<file path="config.mk">
export PLATFORM = sky130hd
export DESIGN_NAME = urx_rx_buffer
export DESIGN_NICKNAME = d
export VERILOG_FILES = /design/src/rtl/urx_pkg.sv /design/src/rtl/urx_store.sv /design/src/rtl/urx_ptr_ctrl.sv /design/src/rtl/urx_trig.sv /design/src/rtl/urx_rx_buffer.sv
export SDC_FILE = /design/constraint.sdc
export NUM_CORES = 1
export LEC_CHECK = 0
export BUFFER_PORTS_ARGS = -buffer_cell sky130_fd_sc_hd__buf_2
export CAP_MARGIN = 20
export CORE_MARGIN = 1.5
export CORE_UTILIZATION = 60
export CTS_BUF_LIST = sky130_fd_sc_hd__clkbuf_16
export CTS_CLUSTER_DIAMETER = 150
export DETAILED_ROUTE_END_ITERATION = 10
export GPL_ROUTABILITY_DRIVEN = 0
export GPL_TIMING_DRIVEN = 0
export MAX_ROUTING_LAYER = met4
export PLACE_DENSITY = 0.79
export SYNTH_ARGS = -nofsm -noshare
export SYNTH_HDL_FRONTEND = slang
export SYNTH_SLANG_ARGS = --single-unit
</file>
<file path="constraint.sdc">
create_clock -name clk -period 5.55 [get_ports clk]
set_input_delay 1.665 -clock clk [delete_from_list [all_inputs] [get_ports clk]]
set_output_delay 1.665 -clock clk [all_outputs]
set_load 0.02 [all_outputs]
</file>
<file path="src/rtl/urx_pkg.sv">
// Package: shared widths and the stored-entry type for the receive buffer.
// Assumes an 8-bit character and a 3-bit error tag {break, framing, parity}.
package urx_pkg;
    localparam int URX_DATA_W = 8;
    localparam int URX_ERR_W  = 3;
    localparam int URX_ERR_PARITY  = 0;
    localparam int URX_ERR_FRAMING = 1;
    localparam int URX_ERR_BREAK   = 2;

    typedef struct packed {
        logic [URX_ERR_W-1:0]  err;
        logic [URX_DATA_W-1:0] data;
    } urx_entry_t;
endpackage

</file>
<file path="src/rtl/urx_store.sv">
// Module: entry storage for the receive buffer.
// One write port and one read port that reads without a clock, so the head
// entry is visible in the same cycle it becomes valid. The storage has no
// reset: a valid count decides which entries mean anything.
module urx_store
    import urx_pkg::*;
#(
    parameter int DEPTH = 128,
    localparam int AW = (DEPTH > 1) ? $clog2(DEPTH) : 1
) (
    input  logic          clk,
    input  logic          wr_en,
    input  logic [AW-1:0] wr_addr,
    input  urx_entry_t    wr_entry,
    input  logic [AW-1:0] rd_addr,
    output urx_entry_t    rd_entry
);
    urx_entry_t mem [DEPTH];

    // Write the accepted character into its slot.
    always_ff @(posedge clk) begin
        if (wr_en) mem[wr_addr] <= wr_entry;
    end

    // Present the head entry without waiting for a clock.
    always_comb rd_entry = mem[rd_addr];
endmodule

</file>
<file path="src/rtl/urx_ptr_ctrl.sv">
// Module: pointer, count and overrun control for the receive buffer.
// Assumes the caller holds fifo_en at a stable level and uses rx_clear as a
// one-cycle strobe. A change of fifo_en is seen one cycle after it happens
// and flushes the buffer. Holding mode sets the capacity to 1 and pins both
// pointers to entry 0.
module urx_ptr_ctrl #(
    parameter int DEPTH = 128,
    localparam int AW = (DEPTH > 1) ? $clog2(DEPTH) : 1,
    localparam int CW = $clog2(DEPTH + 1)
) (
    input  logic          clk,
    input  logic          rst_n,
    input  logic          fifo_en,
    input  logic          rx_clear,
    input  logic          ovr_ack,
    input  logic          push,
    input  logic          pop,
    output logic          wr_en,
    output logic [AW-1:0] wr_addr,
    output logic [AW-1:0] rd_addr,
    output logic [CW-1:0] count,
    output logic          overrun
);
    localparam logic [AW-1:0] LAST = AW'(DEPTH - 1);

    logic          en_q;
    logic          mode_chg;
    logic          flush;
    logic [CW-1:0] cap;
    logic          full;
    logic          wr_ok;
    logic          rd_ok;
    logic          drop;
    logic [AW-1:0] wr_ptr;
    logic [AW-1:0] rd_ptr;

    // Decode flush, capacity and whether this cycle's push and read are accepted.
    always_comb begin
        mode_chg = fifo_en ^ en_q;
        flush    = rx_clear | mode_chg;
        cap      = fifo_en ? CW'(DEPTH) : CW'(1);
        full     = (count >= cap);
        wr_ok    = push & ~full & ~flush;
        rd_ok    = pop & (count != '0) & ~flush;
        drop     = push & full & ~flush;
    end

    // Remember the mode bit so that a change can be detected.
    always_ff @(posedge clk) begin
        if (!rst_n) en_q <= fifo_en;
        else        en_q <= fifo_en;
    end

    // Advance the write pointer, wrapping at the last slot or pinned to 0.
    always_ff @(posedge clk) begin
        if (!rst_n || flush)   wr_ptr <= '0;
        else if (wr_ok)        wr_ptr <= (!fifo_en || wr_ptr == LAST) ? '0 : wr_ptr + AW'(1);
    end

    // Advance the read pointer in the same way as the write pointer.
    always_ff @(posedge clk) begin
        if (!rst_n || flush)   rd_ptr <= '0;
        else if (rd_ok)        rd_ptr <= (!fifo_en || rd_ptr == LAST) ? '0 : rd_ptr + AW'(1);
    end

    // Track the number of stored characters.
    always_ff @(posedge clk) begin
        if (!rst_n || flush) count <= '0;
        else begin
            case ({wr_ok, rd_ok})
                2'b10:   count <= count + CW'(1);
                2'b01:   count <= count - CW'(1);
                default: count <= count;
            endcase
        end
    end

    // Sticky overrun: a drop sets it and wins over an acknowledge in the same cycle.
    always_ff @(posedge clk) begin
        if (!rst_n || flush) overrun <= 1'b0;
        else if (drop)       overrun <= 1'b1;
        else if (ovr_ack)    overrun <= 1'b0;
    end

    always_comb begin
        wr_en   = wr_ok;
        wr_addr = wr_ptr;
        rd_addr = rd_ptr;
    end

    a_r3_no_overflow: assert property (@(posedge clk) disable iff (!rst_n)
        count <= CW'(DEPTH));

    a_r5_hold_single: assert property (@(posedge clk) disable iff (!rst_n)
        (!fifo_en && !mode_chg) |-> count <= CW'(1));

    a_r6_flush_empty: assert property (@(posedge clk) disable iff (!rst_n)
        flush |=> (count == '0 && !overrun));

    a_r4_overrun_sticky: assert property (@(posedge clk) disable iff (!rst_n)
        (overrun && !ovr_ack && !flush) |=> overrun);

    a_r10_pass_through: assert property (@(posedge clk) disable iff (!rst_n)
        (wr_ok && rd_ok) |=> $stable(count));
endmodule

</file>
<file path="src/rtl/urx_trig.sv">
// Module: fill-level trigger for the receive buffer.
// Compares the stored count with one of four threshold parameters, chosen
// by a 2-bit select. Purely combinational.
module urx_trig #(
    parameter int CW   = 8,
    parameter int LVL0 = 1,
    parameter int LVL1 = 4,
    parameter int LVL2 = 120,
    parameter int LVL3 = 124
) (
    input  logic [CW-1:0] count,
    input  logic [1:0]    sel,
    output logic          hit
);
    logic [CW-1:0] level;

    // Pick the threshold and compare the count against it.
    always_comb begin
        case (sel)
            2'b00:   level = CW'(LVL0);
            2'b01:   level = CW'(LVL1);
            2'b10:   level = CW'(LVL2);
            default: level = CW'(LVL3);
        endcase
        hit = (count >= level);
    end
endmodule

</file>
<file path="src/rtl/urx_rx_buffer.sv">
// Module: UART receive holding buffer with per-character line-error tags.
// Joins the storage, the pointer control and the trigger. Assumes the
// receiver pushes at most one character per cycle and that the host reads the
// head with rd_en while looking at rd_data and rd_err in that same cycle.
module urx_rx_buffer
    import urx_pkg::*;
#(
    parameter int DEPTH = 128,
    parameter int LVL0  = 1,
    parameter int LVL1  = 4,
    parameter int LVL2  = 120,
    parameter int LVL3  = 124,
    localparam int AW = (DEPTH > 1) ? $clog2(DEPTH) : 1,
    localparam int CW = $clog2(DEPTH + 1)
) (
    input  logic                  clk,
    input  logic                  rst_n,
    input  logic                  fifo_en,
    input  logic                  rx_clear,
    input  logic [1:0]            trig_sel,
    input  logic                  ovr_ack,
    input  logic                  push_valid,
    input  logic [URX_DATA_W-1:0] push_data,
    input  logic [URX_ERR_W-1:0]  push_err,
    input  logic                  rd_en,
    output logic [URX_DATA_W-1:0] rd_data,
    output logic [URX_ERR_W-1:0]  rd_err,
    output logic [CW-1:0]         fill_count,
    output logic                  data_ready,
    output logic                  trig_hit,
    output logic                  overrun
);
    logic          wr_en;
    logic [AW-1:0] wr_addr;
    logic [AW-1:0] rd_addr;
    urx_entry_t    wr_entry;
    urx_entry_t    rd_entry;

    // Pack the incoming byte with its tag and unpack the head entry.
    always_comb begin
        wr_entry.data = push_data;
        wr_entry.err  = push_err;
        rd_data       = rd_entry.data;
        rd_err        = rd_entry.err;
        data_ready    = (fill_count != '0);
    end

    urx_ptr_ctrl #(.DEPTH(DEPTH)) u_ctrl (
        .clk      (clk),
        .rst_n    (rst_n),
        .fifo_en  (fifo_en),
        .rx_clear (rx_clear),
        .ovr_ack  (ovr_ack),
        .push     (push_valid),
        .pop      (rd_en),
        .wr_en    (wr_en),
        .wr_addr  (wr_addr),
        .rd_addr  (rd_addr),
        .count    (fill_count),
        .overrun  (overrun)
    );

    urx_store #(.DEPTH(DEPTH)) u_store (
        .clk      (clk),
        .wr_en    (wr_en),
        .wr_addr  (wr_addr),
        .wr_entry (wr_entry),
        .rd_addr  (rd_addr),
        .rd_entry (rd_entry)
    );

    urx_trig #(.CW(CW), .LVL0(LVL0), .LVL1(LVL1), .LVL2(LVL2), .LVL3(LVL3)) u_trig (
        .count (fill_count),
        .sel   (trig_sel),
        .hit   (trig_hit)
    );

    a_r9_ready_empty: assert property (@(posedge clk) disable iff (!rst_n)
        (!data_ready && !push_valid) |=> !data_ready);
endmodule

</file>
## After elaboration in Yosys (flattened, before gate mapping)

Memory sizes are Yosys's and may differ from the RTL's. A register that Yosys moved wholly into a read port is not among the register bits.
Cells that the tools add are included.

- Memories: 1
- Bits in writable memories: 1,408
- Memory bits (read-only): 0
- Bits in latches: 0
- Bits of input ports: 20
- Bits in registers: 24

Memory list:

| name | words | width | rd ports | clocked after memory_dff | wr ports | line | source |
|---|---|---|---|---|---|---|---|
| u_store.mem | 128 | 11 | 1 | 1 | 1 | urx_store.sv:18 | `urx_entry_t mem [DEPTH];` |

- $mul: 0
- Shift operators: 0
- Bitwise operators: 10
- Muxes and demuxes: 11
- Reductions and logical operators: 9
- Divide/modulo/power cells: 0
- Order comparisons: 2
- Equal/unequal tests: 6
- Add/sub/neg operators: 4

Operator list:

| cell | number |
|---|---|
| two-way mux 7 bit | 4 |
| case mux 7 bit (3 select lines) | 1 |
| case mux 8 bit (2 select lines) | 1 |
| adder 7 x 1 -> 7 bit, second input constant | 2 |
| == test 7 bit, second input constant | 2 |
| adder 8 x 1 -> 8 bit, second input constant | 1 |
| greater-or-equal comparator 8 x 7 -> 1 bit | 1 |
| greater-or-equal comparator 8 bit | 1 |
| two-way mux 8 bit | 1 |
| nonzero test 8 bit | 1 |
| subtractor 8 x 1 -> 8 bit, second input constant | 1 |
| AND 1 bit | 6 |
| == test 2 x 1 -> 1 bit, second input constant | 2 |
| == test 2 bit, second input constant | 2 |
| two-way mux 1 bit | 4 |
| nonzero test 2 bit | 2 |
| logical OR 1 bit | 3 |
| zero test 1 bit | 2 |
| zero test 2 bit | 1 |
| inverter 1 bit | 2 |
| bitwise OR 1 bit | 1 |
| XOR 1 bit | 1 |

## Logic depth before layout (Yosys ltp)

- Word-level depth: 7
- Depth in mapped cells: 16

## Cells and area by module

Synthesis repeated with hierarchy kept, for this count alone.

- Cell total of the unflattened synthesis: 2,356
- Area, all modules: 55,560.8 µm²

By module, submodules not included:

| module | area an instance (µm²) | sequential area each (µm²) | times used | cells an instance |
|---|---|---|---|---|
| urx_store | 54,003.0 | 42,280.6 | 1 | 2,167 |
| urx_ptr_ctrl | 1,398.8 | 480.5 | 1 | 168 |
| urx_trig | 142.6 | 0.0 | 1 | 18 |
| urx_rx_buffer | 16.3 | 0.0 | 1 | 3 |

## Worst setup path before layout

OpenSTA, ideal clock, no wires.

- Path kind: input-to-reg
- Start point: input port fifo_en
- End point: register u_ctrl.count[4]
- Data required time: 5,429 ps
- Stages: 16
- Setup slack: 573 ps
- Buffers on the path: 2
- Arrival time: 4,856 ps
- Setup time: 121 ps
- Path through: inv_1 > ha_1 > or4b_1 > o21ai_4 > and4_4 > inv_1 > ha_1 > clkbuf_1 > clkbuf_1 > xor2_1 > ha_1 > a21o_1 > o21ai_0 > and4_1 > nor3_1 > mux2_2

- Longest elaborated chain between the ends: 7
- Elaborated cells on any way between the ends: 14

RTL lines:

| what | line | source |
|---|---|---|
| start, declared | urx_rx_buffer.sv:18 | `input logic fifo_en,` |
| two-way mux 8 bit | urx_ptr_ctrl.sv:41 | `cap = fifo_en ? CW'(DEPTH) : CW'(1);` |
| greater-or-equal comparator 8 bit | urx_ptr_ctrl.sv:42 | `full = (count >= cap);` |
| inverter 1 bit | urx_ptr_ctrl.sv:43 | `wr_ok = push & ~full & ~flush;` |
| AND 1 bit (2 in a row) | urx_ptr_ctrl.sv:43 |  |
| == test 2 x 1 -> 1 bit or == test 2 bit (tied branches) | urx_ptr_ctrl.sv:70 | `case ({wr_ok, rd_ok})` |
| case mux 8 bit (2 select lines) or nonzero test 2 bit (tied branches) | - |  |
| end signal, assigned | urx_ptr_ctrl.sv:71 | `2'b10: count <= count + CW'(1);` |
| end signal, assigned | urx_ptr_ctrl.sv:72 | `2'b01: count <= count - CW'(1);` |
| end signal, assigned | urx_ptr_ctrl.sv:73 | `default: count <= count;` |
| end, declared | urx_ptr_ctrl.sv:21 | `output logic [CW-1:0] count,` |

Several ways; a longest one is shown, not always the timed one.
A chain may end at the register's enable or synchronous reset.

==> run metrics <==
Slowest-stage cell, CP or4_1; sequential share of the synthesized area 75.79%; fmax 179.7 MHz; Max VDD drop 0.3111 mV; power density over the cells 330.4 nW/µm²; worst-path cell chain buf_4 > and4bb_2 > buf_2 > buf_2 > a22oi_1 > nand4_1 > nor3_2 > or4_1 > buf_2; Synth async-reset ratio 0%; Net Sw Frac 20.12%; Flop pwr share between 50% and 60%; WHS 480.3 ps; clock period minus worst slack 5563 ps; final slew viol count 0; Worst Max-Slew Pin Slew roughly 1200 ps; Synth Cell Area 56600 µm²; Remaining DRCs 0; Worst Path Arrival 3900 ps; vias per cell approximately 6.7; ys flop type edfxtp_1; H-tree Lvls 4; CTS root buf clkbuf_16; Fillers 5869; DP HPWL roughly 95 mm; total power 21050 µW; Routed WL per cell 30.25 µm; synth unique cells 64; Vias between 30000 and 40000; Num CTS Buffers approximately 140; area delta synth->final 12.56%; dpl ws -279.9 ps; Clock Path Buffers 3; WS Path Type flop to output pin; DRC marker count from the first detailed-route iteration 4957; vias in the first global route 30910; starting density of the core 60.65%; register bit count reported by yosys 1439; DRT antenna net count 0; Post-synth EDFFs 1408; Clock Skew 29.07 ps; clock power share 42.0%; placed cell count 4588; Final period util 100.2%; slew margin rel. 22.11%; Nets approximately 3500; GRT Total Usage 31.69%; Die Footprint 96190 µm²; Crit path required time 3880 ps; ratio of cells with drive above 1 in the final layout a little over an eighth; Mapped Nets 3298; Worst-path clk slew 60 ps; DR pass1 iterations 6; Clock Latency Late Sink 760 ps; most used cell along the critical path buf_2; setup ws final -13.39 ps; Synth warnings 0; RSZ-0062 raised after global routing false; largest net degree at the start of global routing a little under 100; Pint about 17000 µW; Avg Inst Size Synth 17.34 µm²; Gate power share under 10%; Psw approximately 4200 µW; initial antenna violation count 10; IO Port Bufs a little over 40; Die X between 300 and 400 µm; Hold Vio Cnt, Final 0; total core area 93330 µm²; row count 112; Die H 310.2 µm; slowest stage delay, CP 610 ps; Cells after Synth around 3300; Post-Layout Cell Count 4877; final setup vio count 3; Routed Wire Length around 150 mm; I/O pin cnt 42; Maximum Capacitance Violations 0; hold crit path type flop to flop; first-pass GRT wire length 208.9 mm; worst-path maximum fanout 10; Remaining Overflow, GRT 0; CTS tree yes; critical path launch point type flop; leakage 0.01940 µW; outcome complete, but fails checks; CTS sink cnt 1439; failing checks negative setup slack; crit end category output pin
==> per-layer routing <==
metal	global-route usage [%]	vias up	wire [µm]
met5	-	-	0
met4	14.74	0	7624
met3	7.690	427	18710
met2	46.60	2347	66770
met1	42.11	16240	54420
li1	-	13480	-
==> synth_stat cells, types with 4 or more instances <==
cell type | n | area, µm²
clkbuf_1 | 58 | 217.7
nor4_1 | 4 | 25.02
nor2_1 | 154 | 578.1
nor2b_1 | 6 | 37.54
edfxtp_1 | 1408 | 42280
xnor2_1 | 9 | 78.83
nand2b_1 | 5 | 31.28
xor2_1 | 6 | 52.55
nand2_1 | 119 | 446.7
nor4b_4 | 4 | 95.09
or4_1 | 11 | 82.58
dfxtp_1 | 31 | 620.6
nor3_1 | 47 | 235.2
inv_1 | 12 | 45.04
nand4_1 | 49 | 306.5
or3_1 | 4 | 25.02
buf_4 | 6 | 45.04
o21ai_0 | 5 | 25.02
mux2i_1 | 706 | 7067
nand3_1 | 59 | 295.3
and4b_1 | 6 | 60.06
a22oi_1 | 309 | 2320
and4bb_2 | 4 | 50.05
buf_2 | 104 | 520.5
buf_1 | 15 | 56.30
a21o_1 | 6 | 45.04
ha_1 | 13 | 162.7
a21oi_1 | 55 | 275.3
==> timing repair <==
item                                    in CTS  in global routing
hold endpoints to repair                     0                  0
hold buffers                                 0                  0
pin swaps                                    0                  1
endpoints found under the setup margin      11                 11
gates resized for setup                     99                 35
buffers inserted                            10                  0
==> cell families after synthesis <==
group / Yosys count / synth area share, %
AO/OA/AOI/OAI: 397 / 5.040
flip-flops: 1439 / 75.79
buffers and inverters: 198 / 1.638
XOR/XNOR: 15 / 0.2321
adder cells (fa/ha/maj): 13 / 0.2874
multiplexers: 707 / 12.50
AND/OR/NAND/NOR: 496 / 4.507
==> cell usage in the layout, fill, tap and decap left out, types with 29 or more instances in the layout <==
master     count
nand4_1       49
clkbuf_1      31
clkinv_1      29
a21oi_1       55
buf_2        111
clkbuf_16    142
edfxtp_1    1408
mux2i_1      706
inv_1         48
buf_4         69
nand3_1       59
a22oi_1      309
nor2_1       154
nand2_1      119
==> cell type report <==
type	count	area, µm²	share of cell area, %
Buffer	186	1045	1.640
Inverter	12	45.04	0.07070
Sequential cell	1439	42910	67.34
Multi-Input combinational cell	1628	12930	20.30
Clock inverter	107	679.4	1.066
Clock buffer	142	3553	5.577
Antenna cell	10	25.02	0.03928
Timing Repair Buffer	99	959.7	1.506
Tap cell	1254	1569	2.463
==> state kept, by name (all words and copies together) (netlist names), named ones only <==
register,cells
u_ctrl.rd_addr,7
u_store.mem,1408
u_ctrl.en_q,1
u_ctrl.count,8
u_ctrl.overrun,1
u_ctrl.wr_addr,7
==> power by group through the flow <==
stage	Clock [µW]	Combinational (µW)	Sequential (µW)
5_1_grt	9280	287	11900
4_1_cts	8850	269	11900
3_3_place_gp	0	227	12200
3_5_place_dp	0	267	12200
6_report	8850	277	11900
2_1_floorplan	0	33.8	12200
==> worst max-delay path: cells and delay by family, from the launching register on <==
kind	cells	cell delay, ps
AO/OA/AOI/OAI	1	230
buffers and inverters	4	1130
AND/OR/NAND/NOR	4	1290
flip-flops	1	460
==> per-stage QoR <==
stage                     instance area [µm²]  utilization [%]  setup TNS, ps
after floorplan                         56600                -              0
after global placement                  58380            62.55          -9447
after detailed placement                58860            63.06         -13580
after CTS                               63450            67.99         -8.011
after global routing                    63710            68.26              0
final                                   63710            68.27         -30.23
==> worst paths after layout <==
check	start	endpoint	slack (ps)	depth (start not counted)
worst min register to register	u_ctrl.overrun$_SDFFE_PP0P_	u_ctrl.overrun$_SDFFE_PP0P_	480	2
worst min-delay path	u_ctrl.overrun$_SDFFE_PP0P_	u_ctrl.overrun$_SDFFE_PP0P_	480	2
worst max-delay path	flop	rd_data[6]	-10	9
worst max register to register	u_ctrl.count[0]$_SDFFE_PP0P_	u_store.mem[79][4]$_DFFE_PP_	1080	7
Note: power is estimated with default switching activity, not from simulation.
